File: src/rtl/mcuport_pkg.sv
package mcuport_pkg;

    localparam int CMD_W = 4;

    typedef enum logic [2:0] {
        S_IDLE,
        S_CMD,
        S_WDATA,
        S_RDATA,
        S_DONE
    } port_state_t;

    typedef enum logic [1:0] {
        K_NONE,
        K_WRITE,
        K_READ
    } op_kind_t;

    localparam logic [CMD_W-1:0] OP_WCTRL  = 4'b0001;
    localparam logic [CMD_W-1:0] OP_WSTART = 4'b0010;
    localparam logic [CMD_W-1:0] OP_WEND   = 4'b0011;
    localparam logic [CMD_W-1:0] OP_RSTAT  = 4'b1001;
    localparam logic [CMD_W-1:0] OP_REXT   = 4'b1010;
    localparam logic [CMD_W-1:0] OP_RCNT   = 4'b1011;

    function automatic int imax(input int a, input int b);
        return (a > b) ? a : b;
    endfunction

    function automatic int byte_round(input int w);
        return ((w + 7) / 8) * 8;
    endfunction

    function automatic op_kind_t op_kind(input logic [CMD_W-1:0] op);
        op_kind_t k;
        unique case (op)
            OP_WCTRL, OP_WSTART, OP_WEND: k = K_WRITE;
            OP_RSTAT, OP_REXT, OP_RCNT:   k = K_READ;
            default:                      k = K_NONE;
        endcase
        return k;
    endfunction

endpackage

File: src/rtl/mcuport_sync.sv
module mcuport_sync #(
    parameter int   STAGES    = 2,
    parameter logic RESET_VAL = 1'b0
) (
    input  logic clk,
    input  logic rst_n,
    input  logic d,
    output logic q
);
    logic [STAGES-1:0] ff;

    always_ff @(posedge clk or negedge rst_n) begin
        if (!rst_n) ff[0] <= RESET_VAL;
        else        ff[0] <= d;
    end

    for (genvar i = 1; i < STAGES; i++) begin : g_stage
        always_ff @(posedge clk or negedge rst_n) begin
            if (!rst_n) ff[i] <= RESET_VAL;
            else        ff[i] <= ff[i-1];
        end
    end

    assign q = ff[STAGES-1];
endmodule

File: src/rtl/mcuport_rx.sv
module mcuport_rx #(
    parameter int W  = 16,
    parameter int CW = 5
) (
    input  logic          clk,
    input  logic          rst_n,
    input  logic          clear,
    input  logic          shift,
    input  logic          din,
    output logic [W-1:0]  peek,
    output logic [CW-1:0] count
);
    logic [W-2:0] sreg;

    always_ff @(posedge clk or negedge rst_n) begin
        if (!rst_n) begin
            sreg  <= '0;
            count <= '0;
        end else if (clear) begin
            sreg  <= '0;
            count <= '0;
        end else if (shift) begin
            sreg  <= peek[W-2:0];
            count <= count + 1'b1;
        end
    end

    assign peek = {sreg, din};


    rx_count_step_chk: assert property (@(posedge clk) disable iff (!rst_n)
        (shift && !clear) |=> (count == $past(count) + 1'b1));
endmodule

File: src/rtl/mcuport_tx.sv
module mcuport_tx #(
    parameter int W  = 16,
    parameter int CW = 5
) (
    input  logic          clk,
    input  logic          rst_n,
    input  logic          clear,
    input  logic          load,
    input  logic [W-1:0]  load_val,
    input  logic [CW-1:0] load_len,
    input  logic          shift,
    output logic          dout,
    output logic [CW-1:0] remaining
);
    logic [W-1:0] sreg;

    always_ff @(posedge clk or negedge rst_n) begin
        if (!rst_n) begin
            sreg      <= '0;
            remaining <= '0;
        end else if (clear) begin
            sreg      <= '0;
            remaining <= '0;
        end else if (load) begin
            sreg      <= load_val;
            remaining <= load_len;
        end else if (shift && remaining != '0) begin
            sreg      <= {sreg[W-2:0], 1'b0};
            remaining <= remaining - 1'b1;
        end
    end

    assign dout = (remaining != '0) ? sreg[W-1] : 1'b0;


    tx_advance_chk: assert property (@(posedge clk) disable iff (!rst_n)
        (shift && !load && !clear && remaining != '0) |=> (remaining == $past(remaining) - 1'b1));


    tx_empty_low_chk: assert property (@(posedge clk) disable iff (!rst_n)
        (remaining == '0) |-> !dout);
endmodule

File: src/rtl/mcuport.sv
module mcuport
    import mcuport_pkg::*;
#(
    parameter int CTRL_W      = 8,
    parameter int START_W     = 10,
    parameter int END_W       = 16,
    parameter int STAT_W      = 8,
    parameter int EXT_W       = 6,
    parameter int CNT_W       = 16,
    parameter int SYNC_STAGES = 2
) (
    input  logic               clk,
    input  logic               rst_n,
    input  logic               en,
    input  logic               sel_n,
    input  logic               sdi,
    input  logic               sclk,
    output logic               sdo,
    input  logic [STAT_W-1:0]  status_in,
    input  logic [EXT_W-1:0]   ext_addr_in,
    input  logic [CNT_W-1:0]   addr_cnt_in,
    output logic               ctrl_we,
    output logic [CTRL_W-1:0]  ctrl_word,
    output logic               start_ld,
    output logic [START_W-1:0] start_addr,
    output logic               end_we,
    output logic [END_W-1:0]   end_addr
);
    localparam int SH_W     = imax(imax(imax(CTRL_W, START_W), END_W), CMD_W);
    localparam int STAT_LEN = byte_round(STAT_W);
    localparam int EXT_LEN  = byte_round(EXT_W);
    localparam int CNT_LEN  = byte_round(CNT_W);
    localparam int RD_W     = imax(imax(STAT_LEN, EXT_LEN), CNT_LEN);
    localparam int LEN_W    = $clog2(imax(SH_W, RD_W) + 1);

    // ---------------- synchronizers and edge detection ----------------
    logic sclk_s, sel_s, sdi_s, sclk_d;
    logic sclk_fall, sclk_rise;

    mcuport_sync #(.STAGES(SYNC_STAGES), .RESET_VAL(1'b1)) u_sync_clk (
        .clk(clk), .rst_n(rst_n), .d(sclk), .q(sclk_s));
    mcuport_sync #(.STAGES(SYNC_STAGES), .RESET_VAL(1'b1)) u_sync_sel (
        .clk(clk), .rst_n(rst_n), .d(sel_n), .q(sel_s));
    mcuport_sync #(.STAGES(SYNC_STAGES), .RESET_VAL(1'b0)) u_sync_dat (
        .clk(clk), .rst_n(rst_n), .d(sdi), .q(sdi_s));

    always_ff @(posedge clk or negedge rst_n) begin
        if (!rst_n) sclk_d <= 1'b1;
        else        sclk_d <= sclk_s;
    end

    assign sclk_fall = sclk_d && !sclk_s;
    assign sclk_rise = !sclk_d && sclk_s;

    // ---------------- state and datapath signals ----------------
    port_state_t          state, nxt;
    logic [CMD_W-1:0]     op_q;
    logic                 skip_q;
    logic                 abort;
    logic [SH_W-1:0]      rx_peek;
    logic [LEN_W-1:0]     rx_count;
    logic                 rx_clear, rx_shift;
    logic [CMD_W-1:0]     op_now;
    op_kind_t             kind_now;
    logic                 cmd_last, cmd_done;
    logic [LEN_W-1:0]     pay_len;
    logic                 pay_last;
    logic                 tx_load, tx_shift, tx_clear;
    logic [RD_W-1:0]      rd_val;
    logic [LEN_W-1:0]     rd_len;
    logic [LEN_W-1:0]     tx_rem;
    logic                 write_fire;

    assign abort    = sel_s || !en;
    assign op_now   = CMD_W'(rx_peek);
    assign kind_now = op_kind(op_now);
    assign cmd_last = (rx_count == LEN_W'(CMD_W - 1));
    assign cmd_done = (state == S_CMD) && sclk_fall && cmd_last && !abort;

    always_comb begin
        unique case (op_q)
            OP_WCTRL:  pay_len = LEN_W'(CTRL_W);
            OP_WSTART: pay_len = LEN_W'(START_W);
            OP_WEND:   pay_len = LEN_W'(END_W);
            default:   pay_len = LEN_W'(1);
        endcase
    end

    assign pay_last   = (rx_count == pay_len - 1'b1);
    assign write_fire = (state == S_WDATA) && sclk_fall && pay_last && !abort;

    // ---------------- read value selection ----------------
    always_comb begin
        rd_val = '0;
        rd_len = '0;
        unique case (op_now)
            OP_RSTAT: begin
                rd_val = RD_W'(status_in) << (RD_W - STAT_LEN);
                rd_len = LEN_W'(STAT_LEN);
            end
            OP_REXT: begin
                rd_val = RD_W'(ext_addr_in) << (RD_W - EXT_LEN);
                rd_len = LEN_W'(EXT_LEN);
            end
            OP_RCNT: begin
                rd_val = RD_W'(addr_cnt_in) << (RD_W - CNT_LEN);
                rd_len = LEN_W'(CNT_LEN);
            end
            default: begin
                rd_val = '0;
                rd_len = '0;
            end
        endcase
    end

    assign rx_clear = (state == S_IDLE) || (state == S_DONE) || cmd_done || abort;
    assign rx_shift = sclk_fall && ((state == S_CMD) || (state == S_WDATA));
    assign tx_load  = cmd_done && (kind_now == K_READ);
    assign tx_clear = (state != S_RDATA && !tx_load) || abort;
    assign tx_shift = (state == S_RDATA) && sclk_rise && !skip_q;

    mcuport_rx #(.W(SH_W), .CW(LEN_W)) u_rx (
        .clk(clk), .rst_n(rst_n), .clear(rx_clear), .shift(rx_shift),
        .din(sdi_s), .peek(rx_peek), .count(rx_count));

    mcuport_tx #(.W(RD_W), .CW(LEN_W)) u_tx (
        .clk(clk), .rst_n(rst_n), .clear(tx_clear), .load(tx_load),
        .load_val(rd_val), .load_len(rd_len), .shift(tx_shift),
        .dout(sdo), .remaining(tx_rem));

    // ---------------- state register ----------------
    always_ff @(posedge clk or negedge rst_n) begin
        if (!rst_n) begin
            state  <= S_IDLE;
            op_q   <= '0;
            skip_q <= 1'b0;
        end else begin
            state <= nxt;
            if (cmd_done) op_q <= op_now;
            if (tx_load)
                skip_q <= 1'b1;
            else if (state == S_RDATA && sclk_rise)
                skip_q <= 1'b0;
        end
    end

    // ---------------- next-state logic ----------------
    always_comb begin
        nxt = state;
        unique case (state)
            S_IDLE:  if (!sel_s && en) nxt = S_CMD;
            S_CMD: begin
                if (sclk_fall && cmd_last) begin
                    unique case (kind_now)
                        K_WRITE: nxt = S_WDATA;
                        K_READ:  nxt = S_RDATA;
                        default: nxt = S_DONE;
                    endcase
                end
            end
            S_WDATA: if (sclk_fall && pay_last) nxt = S_DONE;
            S_RDATA: if (!skip_q && tx_rem == '0) nxt = S_DONE;
            S_DONE:  nxt = S_DONE;
            default: nxt = S_IDLE;
        endcase
        if (abort) nxt = S_IDLE;
    end

    // ---------------- output process ----------------
    always_ff @(posedge clk or negedge rst_n) begin
        if (!rst_n) begin
            ctrl_we    <= 1'b0;
            start_ld   <= 1'b0;
            end_we     <= 1'b0;
            ctrl_word  <= '0;
            start_addr <= '0;
            end_addr   <= '0;
        end else begin
            ctrl_we  <= 1'b0;
            start_ld <= 1'b0;
            end_we   <= 1'b0;
            if (write_fire) begin
                unique case (op_q)
                    OP_WCTRL: begin
                        ctrl_we   <= 1'b1;
                        ctrl_word <= CTRL_W'(rx_peek);
                    end
                    OP_WSTART: begin
                        start_ld   <= 1'b1;
                        start_addr <= START_W'(rx_peek);
                    end
                    OP_WEND: begin
                        end_we   <= 1'b1;
                        end_addr <= END_W'(rx_peek);
                    end
                    default: ;
                endcase
            end
        end
    end

    // ---------------- assertions ----------------

    strobe_onehot_chk: assert property (@(posedge clk) disable iff (!rst_n)
        $onehot0({ctrl_we, start_ld, end_we}));


    ctrl_pulse_chk: assert property (@(posedge clk) disable iff (!rst_n)
        ctrl_we |=> !ctrl_we);


    start_pulse_chk: assert property (@(posedge clk) disable iff (!rst_n)
        start_ld |=> !start_ld);


    end_origin_chk: assert property (@(posedge clk) disable iff (!rst_n)
        end_we |-> ($past(state) == S_WDATA));


    abort_idle_chk: assert property (@(posedge clk) disable iff (!rst_n)
        sel_s |=> (state == S_IDLE));


    disabled_idle_chk: assert property (@(posedge clk) disable iff (!rst_n)
        !en |=> (state == S_IDLE && !ctrl_we && !start_ld && !end_we));


    sdo_idle_low_chk: assert property (@(posedge clk) disable iff (!rst_n)
        (state != S_RDATA) |-> !sdo);
endmodule

File: config.mk
export PLATFORM = sky130hd
export DESIGN_NAME = mcuport
export DESIGN_NICKNAME = d
export VERILOG_FILES = /design/src/rtl/mcuport_pkg.sv /design/src/rtl/mcuport_sync.sv /design/src/rtl/mcuport_rx.sv /design/src/rtl/mcuport_tx.sv /design/src/rtl/mcuport.sv
export SDC_FILE = /design/constraint.sdc
export NUM_CORES = 1
export LEC_CHECK = 0
export BUFFER_PORTS_ARGS = -buffer_cell sky130_fd_sc_hd__buf_2
export CORE_ASPECT_RATIO = 1.1
export CORE_MARGIN = 1.5
export CORE_UTILIZATION = 55
export DETAILED_ROUTE_END_ITERATION = 6
export PLACE_DENSITY_LB_ADDON = 0.15
export SETUP_SLACK_MARGIN = 0.05
export SLEW_MARGIN = 10
export SYNTH_ARGS = -nofsm -noshare
export SYNTH_HDL_FRONTEND = slang
export SYNTH_SLANG_ARGS = --single-unit
File: constraint.sdc
create_clock -name clk -period 3.02 [get_ports clk]
set_input_delay 0.604 -clock clk [delete_from_list [all_inputs] [get_ports clk]]
set_output_delay 0.604 -clock clk [all_outputs]
set_load 0.02 [all_outputs]
==> impl_metrics.tcl, run 1 <==
set metrics [dict create \
    antenna-diode-count 0 \
    maxSlewHeadroom_pct 42.7 \
    cpMaxStageDelayCell "nor4b_1" \
    timing_max_transition_violations_final 0 \
    rr_endpoint "u_tx.sreg[5]" \
    placeableCoreArea_mm2 0.00751 \
    place.port_buffers 73 \
    cp_data_required_time_ns 2.42 \
    synth.yosys.seq_area_share_pct 54.5 \
    dieWidth_um 87.1 \
    crit-reg2reg-launch "u_tx.remaining[0]" \
    path_clk_slew_ns 0.10 \
    detail_route.vias_per_cell 5.42 \
    power_mw 2.23 \
    synth.ff_latch_count 93 \
    mappedNetlistArea_mm2 0.00428 \
    depth_of_the_worst_register_to_register_path 7 \
    total_leakage_power_nw 2.47 \
    share_of_layout_cells_above_drive_strength_1_pct 35.6 \
    async_flop_share_pct 100 \
    area_enclosed_by_the_die_boundary_mm2 0.00832 \
    vdd_ir_drop_max_mv 0.299 \
    dp_hpwl_mm 5.79 \
    worst_path_dominant_cell_family "simple AND/OR/NAND/NOR gates" \
    route.antenna.remaining_nets 0 \
    synth.top_cells.by_area "dfrtp_1 51%, mux2_2 8.9%, nand2_1 5.6%" \
    post_cts_hold_buffer_count 0 \
    final.setup.worst_slack_ns 0.434 \
    setup_total_negative_slack_ns 0 \
    start_kind "flip-flop" \
    track_usage_pct 21.8 \
    synth.largest_area_cell "dfrtp_1" \
    cts_post_setup_buffers_inserted 0 \
    routed-via-count 2973 \
    cts_max_path_buffers 2 \
    final_setup_vio_count 0 \
    initial_antenna_violation_count 0 \
    holdWs_ns 0.281 \
    synth.top_cell.area_share_pct 51.5 \
    critical_path.max_fanout 3 \
    layout_commonest_cell "dfrtp_1" \
    maxcap_violations 0 \
    critPathArrivalTime_ns 1.98 \
    critical_path.n_buffers_inverters 2 \
    cts_resized 0 \
    syn-instance-count 367 \
    worst-slew-pin-transition_ns 0.847 \
    drc_errors 0 \
    reg2reg_slack_ns 0.56 \
    cts_buffers 9 \
    worst_hold_path_type "input pin to async pin" \
    fin_worst_skew_ns 0.0132 \
    final_nets 479 \
    timing.final.hold_violations 0 \
    cts_tree "built" \
    fillCellCount 601 \
    clock_sink_count 93 \
    flow.area_growth_from_synthesis_pct 15.9 \
    pin_count_of_the_biggest_net_entering_global_routing 52 \
    dominantRegCellSynth "dfrtp_1" \
    globalplace.congestion 0.764 \
    gr-total-overflow 0 \
    detail_route.iter0.violations 171 \
    distinct_cells_synth 52 \
    drt_wl_total_mm 8.39 \
    drt-wirelength-per-cell_um 15.3 \
    max_freq_ghz 0.387 \
    clock_latency_ns 0.36 \
    die_height_um 95.5 \
    path_cells "inv_1 > ha_1 > nor4b_1 > nor2b_1 > buf_2" \
    yosysWarnings 0 \
    synth_enable_flop_cells 0 \
    final_period_minus_worst_setup_slack_ns 2.59 \
    endpoint_kind "output pin" \
    dp_worst_setup_slack_ns 0.585 \
    placementRows 33 \
    cell_at_the_root_of_the_clock_tree "clkbuf_8" \
    initial_utilization_pct 56.9 \
    layout.cells.most_common_list "88 x dfrtp_1, 72 x buf_2, 64 x nand2_1" \
    power_density_mw_per_mm2 449 \
    grt_setup_unrepaired "false" \
    postSynthAreaPerCell_um2 11.7 \
    synthesized_net_count 407 \
    cts-htree-levels 3 \
    fin_crit_sh_pct 85.6 \
    wire_length_of_the_first_global_routing_pass_mm 14.0 \
    detail_route.first_pass.iterations 4 \
    critical_path_class "flip-flop to output pin" \
    cpPeakStageDelay_ns 0.69 \
    first_global_vias 2848 \
    result_of_the_run "complete, no violations" \
    io-pin-count 74 \
]
[kinds of logic after synthesis]
group,share of synthesized area (%)
compound gates,11.4
buf+inv,2.66
simple gates,15.0
fa+ha+maj,1.17
xor+xnor,1.84
flops,54.5
mux,13.4
[power by group]
group          leakage, nW  switching (mW)  internal [mW]  total (mW)
combinational         1.09          0.0524         0.0397      0.0921
sequential            1.27          0.0107           1.25        1.26
clock                0.108           0.468          0.403       0.871
[synthesized netlist by cell type (all sizes together), types with 5 or more instances]
cell type / count
dfrtp: 88
nand2: 64
mux2: 44
a21oi: 18
nor2: 17
clkbuf: 10
buf: 8
nor2b: 8
nor3: 8
a22o: 7
a22oi: 7
nand3: 7
a32oi: 6
inv: 6
xor2: 6
dfstp: 5
o21ai: 5
[worst reg2reg max path: stages, from the launching register on]
cell and delay, ns:
dfrtp_1 0.40, inv_1 0.08, ha_1 0.19, nor4b_1 0.19, nor4_4 0.53, nor2b_1 0.75
a22oi_1 0.16, nand2_1 0.10
[stage by stage]
| step | area (um^2) | util, % | instances |
|---|---|---|---|
| floorplan | 4280 | - | 367 |
| global placement | 4750 | 63.2 | 533 |
| detailed placement | 4750 | 63.2 | 533 |
| CTS | 4960 | 66.0 | 549 |
| global route | 4960 | 66.0 | 549 |
| finish | 4960 | 66.0 | 549 |
[worst max path at each step]
| stage | from | end | slack [ns] | depth (start not counted) |
|---|---|---|---|---|
| global placement | en | end_addr[3] | 0.65 | 6 |
| finish | u_tx.remaining[0] | sdo | 0.43 | 5 |
| detailed placement | u_tx.remaining[0] | u_tx.sreg[6] | 0.59 | 7 |
| CTS | u_tx.remaining[0] | sdo | 0.42 | 5 |
| global route | u_tx.remaining[0] | u_tx.sreg[6] | 0.28 | 7 |
| floorplan | u_rx.sreg[0] | state[2] | 0.90 | 9 |
[sequential cells by signal, summed over array words and instances (netlist names), 3 cells and up]
| signal | count |
|---|---|
| end_addr | 16 |
| u_tx.sreg | 16 |
| u_rx.sreg | 15 |
| start_addr | 10 |
| ctrl_word | 8 |
| u_rx.count | 5 |
| u_tx.remaining | 5 |
| op_q | 4 |
| state | 3 |
[cell type report]
| class | instances | area [um^2] | area share [%] |
|---|---|---|---|
| clock buffer | 9 | 124 | 2.50 |
| clock inverter | 7 | 87.6 | 1.77 |
| inverter | 6 | 22.5 | 0.454 |
| multi-input combinational | 250 | 1840 | 37.0 |
| sequential | 93 | 2330 | 47.0 |
| tap | 105 | 131 | 2.65 |
| timing repair buffer | 79 | 425 | 8.58 |
[layer usage]
layer | track usage (%) | routed length (um) | up-vias
met3 | 3.98 | 267 | 6
li1 | - | - | 1428
met1 | 31.9 | 3990 | 1479
met5 | 0 | 0 | -
met2 | 33.7 | 4060 | 60
met4 | 5.56 | 68 | 0
Note: power is estimated with default switching activity, not from simulation.
==> run 2: changes to the inputs <==
Settings changed: MAX_ROUTING_LAYER set to met4.
==> run 2 against run 1 <==
Effect of this change: non-clock buffer count unchanged; register-to-register slack about the same; fmax up 0.22%; worst hold slack worse by 0.00075 ns; first-iteration DRC count down 5.3%; sequential share of layout area unchanged; largest power group unchanged.
==> impl_metrics.tcl, run 2 (synthesis results as in run 1) <==
set metrics [dict create \
    result_of_the_run "complete, no violations" \
    first_global_vias 2850 \
    timing_max_transition_violations_final 0 \
    layout.cells.non_filler 549 \
    holdWs_ns 0.280 \
    maxcap_violations 0 \
    final_period_minus_worst_setup_slack_ns 2.58 \
    placeableCoreArea_mm2 0.00751 \
    critical_path.max_fanout 3 \
    cpMaxStageDelayCell "nor4b_1" \
    drc_errors 0 \
    worst-slew-pin-transition_ns 0.852 \
    initial_antenna_violation_count 0 \
    clock_sink_count 93 \
    detail_route.first_pass.iterations 4 \
    share_of_layout_cells_above_drive_strength_1_pct 35.6 \
    track_usage_pct 22.4 \
    final_setup_vio_count 0 \
    cts_tree "built" \
    place.port_buffers 73 \
    worst_hold_path_type "input pin to async pin" \
    start_kind "flip-flop" \
    vdd_ir_drop_max_mv 0.298 \
    antenna-diode-count 0 \
    clock_latency_ns 0.35 \
    total_leakage_power_nw 2.47 \
    cts-htree-levels 3 \
    setup_total_negative_slack_ns 0 \
    power_mw 2.22 \
    cpPeakStageDelay_ns 0.69 \
    placementRows 33 \
    cp_data_required_time_ns 2.42 \
    detail_route.vias_per_cell 5.45 \
    io-pin-count 74 \
    final_nets 479 \
    dp_hpwl_mm 5.79 \
    grt_setup_unrepaired "false" \
    gr-total-overflow 0 \
    cts_max_path_buffers 2 \
    layout.cells.most_common_list "88 x dfrtp_1, 72 x buf_2, 64 x nand2_1" \
    layout_commonest_cell "dfrtp_1" \
    route.antenna.remaining_nets 0 \
    drt_wl_total_mm 8.34 \
    dieWidth_um 87.1 \
    initial_utilization_pct 56.9 \
    cts_post_setup_buffers_inserted 0 \
    max_freq_ghz 0.388 \
    layout.core_utilization_pct 66.0 \
    pin_count_of_the_biggest_net_entering_global_routing 52 \
    endpoint_kind "output pin" \
    cts_resized 0 \
    path_cells "inv_1 > ha_1 > nor4b_1 > nor2b_1 > buf_2" \
    fin_worst_skew_ns 0.0124 \
    detail_route.iter0.violations 162 \
    power_density_mw_per_mm2 448 \
    critical_path_class "flip-flop to output pin" \
    flow.area_growth_from_synthesis_pct 15.9 \
    globalplace.congestion 0.774 \
    wire_length_of_the_first_global_routing_pass_mm 14.0 \
    die_height_um 95.5 \
    fin_crit_sh_pct 85.4 \
    cell_at_the_root_of_the_clock_tree "clkbuf_8" \
    timing.final.hold_violations 0 \
    drt-wirelength-per-cell_um 15.2 \
    maxSlewHeadroom_pct 42.9 \
    place.detailed.instances 533 \
    path_clk_slew_ns 0.10 \
    cts_buffers 9 \
    post_cts_hold_buffer_count 0 \
    registers_with_the_highest_flip_flop_counts "end_addr x16, u_tx.sreg x16, u_rx.sreg x15" \
    area_enclosed_by_the_die_boundary_mm2 0.00832 \
    critPathArrivalTime_ns 1.98 \
    routed-via-count 2994 \
]
run 2: cell counts in the layout (fill, tap and decap cells not counted):
Identical to the previous run, type by type.
run 2: power by group:
group,internal (mW),switching (mW),total [mW]
clock network,0.403,0.465,0.868
registers,1.25,0.0107,1.26
logic,0.0397,0.0522,0.0919
total,1.70,0.528,2.22
run 2: layout make-up:
cell class	instances	area, um^2
multi-input combinational	250	1840
clock buffer	9	124
fill	601	2550
timing repair buffer	79	425
tap	105	131
sequential	93	2330
clock inverter	7	87.6
inverter	6	22.5
run 2: worst paths after layout:
kind / from / to / slack, ns / depth (start not counted)
max in group asynchronous: rst_n / u_rx.sreg[5] / 2.09 / 2
max: u_tx.remaining[0] / sdo / 0.44 / 5
max reg2reg: u_tx.remaining[0] / u_tx.sreg[6] / 0.56 / 7
min reg2reg: u_sync_sel.ff[0] / u_sync_sel.q / 0.36 / 0
min: rst_n / u_rx.sreg[7] / 0.28 / 1
min in group clk: sclk / u_sync_clk.ff[0] / 0.35 / 1
run 2: per-stage QoR:
stage               worst slack (ns)  cell area, um^2
finish                         0.440             4960
floorplan                      0.903             4280
detailed placement             0.585             4750
CTS                            0.423             4960
global placement               0.653             4750
global route                   0.278             4960
run 2: per-layer routing:
| layer | vias up | routed length (um) | track usage (%) |
|---|---|---|---|
| li1 | 1428 | - | - |
| met1 | 1484 | 3790 | 31.9 |
| met2 | 74 | 4070 | 33.9 |
| met3 | 8 | 407 | 3.81 |
| met4 | 0 | 68 | 5.56 |
| met5 | - | 0 | - |
run 2: critical path: cells and delay by family, from the launching register on:
| family | cells | cell delay (ns) |
|---|---|---|
| AND/OR/NAND/NOR | 2 | 0.79 |
| flip-flops | 1 | 0.42 |
| buffers and inverters | 2 | 0.28 |
| adder cells (fa/ha/maj) | 1 | 0.15 |
==> run 3: changes to the inputs <==
Settings changed: CORE_UTILIZATION 55 to 35.
==> run 3 against run 2 <==
Effect of this change: total power rose by 20%; sequential share of layout area decreased by 2.0 points; utilization shrank 23 points; register-to-register slack improved by 0.20 ns; critical path depth unchanged; combinational power up 6.9%; highest routed layer unchanged.
==> impl_metrics.tcl, run 3 (synthesis results as in run 1) <==
set metrics [dict create \
    result_of_the_run "complete, no violations" \
    final_cell_area_mm2 0.00519 \
    cpMaxStageDelayCell "nor4b_1" \
    critPathArrivalTime_ns 1.97 \
    gr-total-overflow 0 \
    clock_latency_ns 0.35 \
    placeableCoreArea_mm2 0.0120 \
    final.setup.worst_slack_ns 0.451 \
    detail_route.iter0.violations 99 \
    initial_utilization_pct 35.7 \
    maxcap_violations 0 \
    dpl-instance-area_mm2 0.00484 \
    area_enclosed_by_the_die_boundary_mm2 0.0129 \
    cts_max_path_buffers 2 \
    first_global_vias 3035 \
    antenna-diode-count 0 \
    path_cells "inv_1 > ha_1 > nor4b_1 > nor2b_1 > buf_2" \
    layout_commonest_cell "dfrtp_1" \
    dieWidth_um 108 \
    cell_at_the_root_of_the_clock_tree "clkbuf_16" \
    detail_route.vias_per_cell 4.97 \
    final_nets 483 \
    final_period_minus_worst_setup_slack_ns 2.57 \
    maxSlewHeadroom_pct 39.8 \
    combinational_power_share_pct 3.7 \
    registers_with_the_highest_flip_flop_counts "end_addr x16, u_tx.sreg x16, u_rx.sreg x15" \
    cts_post_setup_buffers_inserted 0 \
    flow.area_growth_from_synthesis_pct 21.2 \
    placementRows 42 \
    cts_tree "built" \
    routed-via-count 2991 \
    p_int_mw 2.11 \
    power.clock.fraction_pct 49.1 \
    reg2reg_slack_ns 0.76 \
    initial_antenna_violation_count 0 \
    rr_endpoint "end_addr[4]" \
    power_density_mw_per_mm2 515 \
    max_freq_ghz 0.389 \
    swShare_pct 21.0 \
    cpPeakStageDelay_ns 0.71 \
    setup_total_negative_slack_ns 0 \
    drt_wl_total_mm 9.19 \
    fin_worst_skew_ns 0.00962 \
    grt_setup_unrepaired "false" \
    cp_data_required_time_ns 2.42 \
    wire_length_of_the_first_global_routing_pass_mm 15.1 \
    crit-reg2reg-launch "state[2]" \
    worst_hold_path_type "input pin to async pin" \
    path_clk_slew_ns 0.06 \
    place.port_buffers 73 \
    final_setup_vio_count 0 \
    sequentialPowerShare_pct 47.2 \
    post_cts_hold_buffer_count 0 \
    globalplace.congestion 0.738 \
    fin_crit_sh_pct 85.1 \
    total_leakage_power_nw 2.55 \
    layout.cells.most_common_list "88 x dfrtp_1, 72 x buf_2, 64 x nand2_1" \
    dp_worst_setup_slack_ns 0.575 \
    die_height_um 119 \
    track_usage_pct 15.7 \
    endpoint_kind "output pin" \
    io-pin-count 74 \
    timing_max_transition_violations_final 0 \
    pin_count_of_the_biggest_net_entering_global_routing 59 \
    dp_hpwl_mm 6.33 \
    drc_errors 0 \
    timing.final.hold_violations 0 \
    critical_path_class "flip-flop to output pin" \
    clock_sink_count 93 \
    route.antenna.remaining_nets 0 \
    start_kind "flip-flop" \
    cts_buffers 9 \
    drt-wirelength-per-cell_um 15.3 \
    detail_route.first_pass.iterations 4 \
    share_of_layout_cells_above_drive_strength_1_pct 36.2 \
    depth_of_the_worst_register_to_register_path 5 \
    power_mw 2.67 \
    critical_path.max_fanout 3 \
    vdd_ir_drop_max_mv 0.266 \
    cts_resized 0 \
    cts-htree-levels 3 \
    worst-slew-pin-transition_ns 0.901 \
    power.switching_mw 0.561 \
]
-- run 3: changes by cell type in the layout (fill, tap and decap cells not counted) --
cell,previous run,this run
clkinv_2,0,1
clkbuf_8,9,0
clkbuf_16,0,9
clkinv_4,2,0
buf_4,6,10
clkinvlp_4,0,1
inv_8,2,0
bufinv_16,1,3
-- run 3: cell type report --
class,instances,area (um^2)
clock buffer,9,225
clock inverter,7,120
fill,1155,6800
inverter,6,22.5
multi-input combinational,250,1840
sequential,93,2330
tap,154,193
timing repair buffer,83,455
-- run 3: how the worst max path moves through the flow --
stage	from	to	slack [ns]	depth (start not counted)
6_report	u_tx.remaining[0]	sdo	0.45	5
5_1_grt	u_tx.remaining[0]	sdo	0.31	5
4_1_cts	u_tx.remaining[0]	sdo	0.43	5
3_5_place_dp	en	end_addr[5]	0.57	6
3_3_place_gp	en	end_addr[4]	0.63	6
2_1_floorplan	u_rx.sreg[0]	state[2]	0.90	9
-- run 3: worst max-delay path: cells and delay by family, from the launching register on --
| kind | cells | cell delay (ns) |
|---|---|---|
| DFF | 1 | 0.40 |
| adders and majority gates | 1 | 0.15 |
| and+or+nand+nor | 2 | 0.80 |
| buffers and inverters | 2 | 0.28 |
-- run 3: per-layer routing --
layer / track usage [%] / wire [um]
met2: 24.5 / 4480
met5: - / 0
met1: 19.8 / 4260
met4: 6.41 / 157
met3: 3.07 / 292
-- run 3: stage by stage --
stage | cells | utilization (%) | hold slack [ns]
6_report | 602 | 43.3 | 0.221
5_1_grt | 602 | 43.3 | 0.262
4_1_cts | 602 | 43.3 | 0.236
3_5_place_dp | 586 | 40.4 | 0.336
3_3_place_gp | 586 | 40.4 | 0.340
2_1_floorplan | 367 | - | 0.308
-- run 3: power groups by stage --
| stage | clock network (mW) | logic [mW] | registers (mW) |
|---|---|---|---|
| floorplan | 0 | 0.0431 | 1.28 |
| global placement | 0 | 0.101 | 1.28 |
| detailed placement | 0 | 0.103 | 1.28 |
| CTS | 1.34 | 0.103 | 1.26 |
| global route | 1.38 | 0.112 | 1.26 |
| finish | 1.31 | 0.0982 | 1.26 |
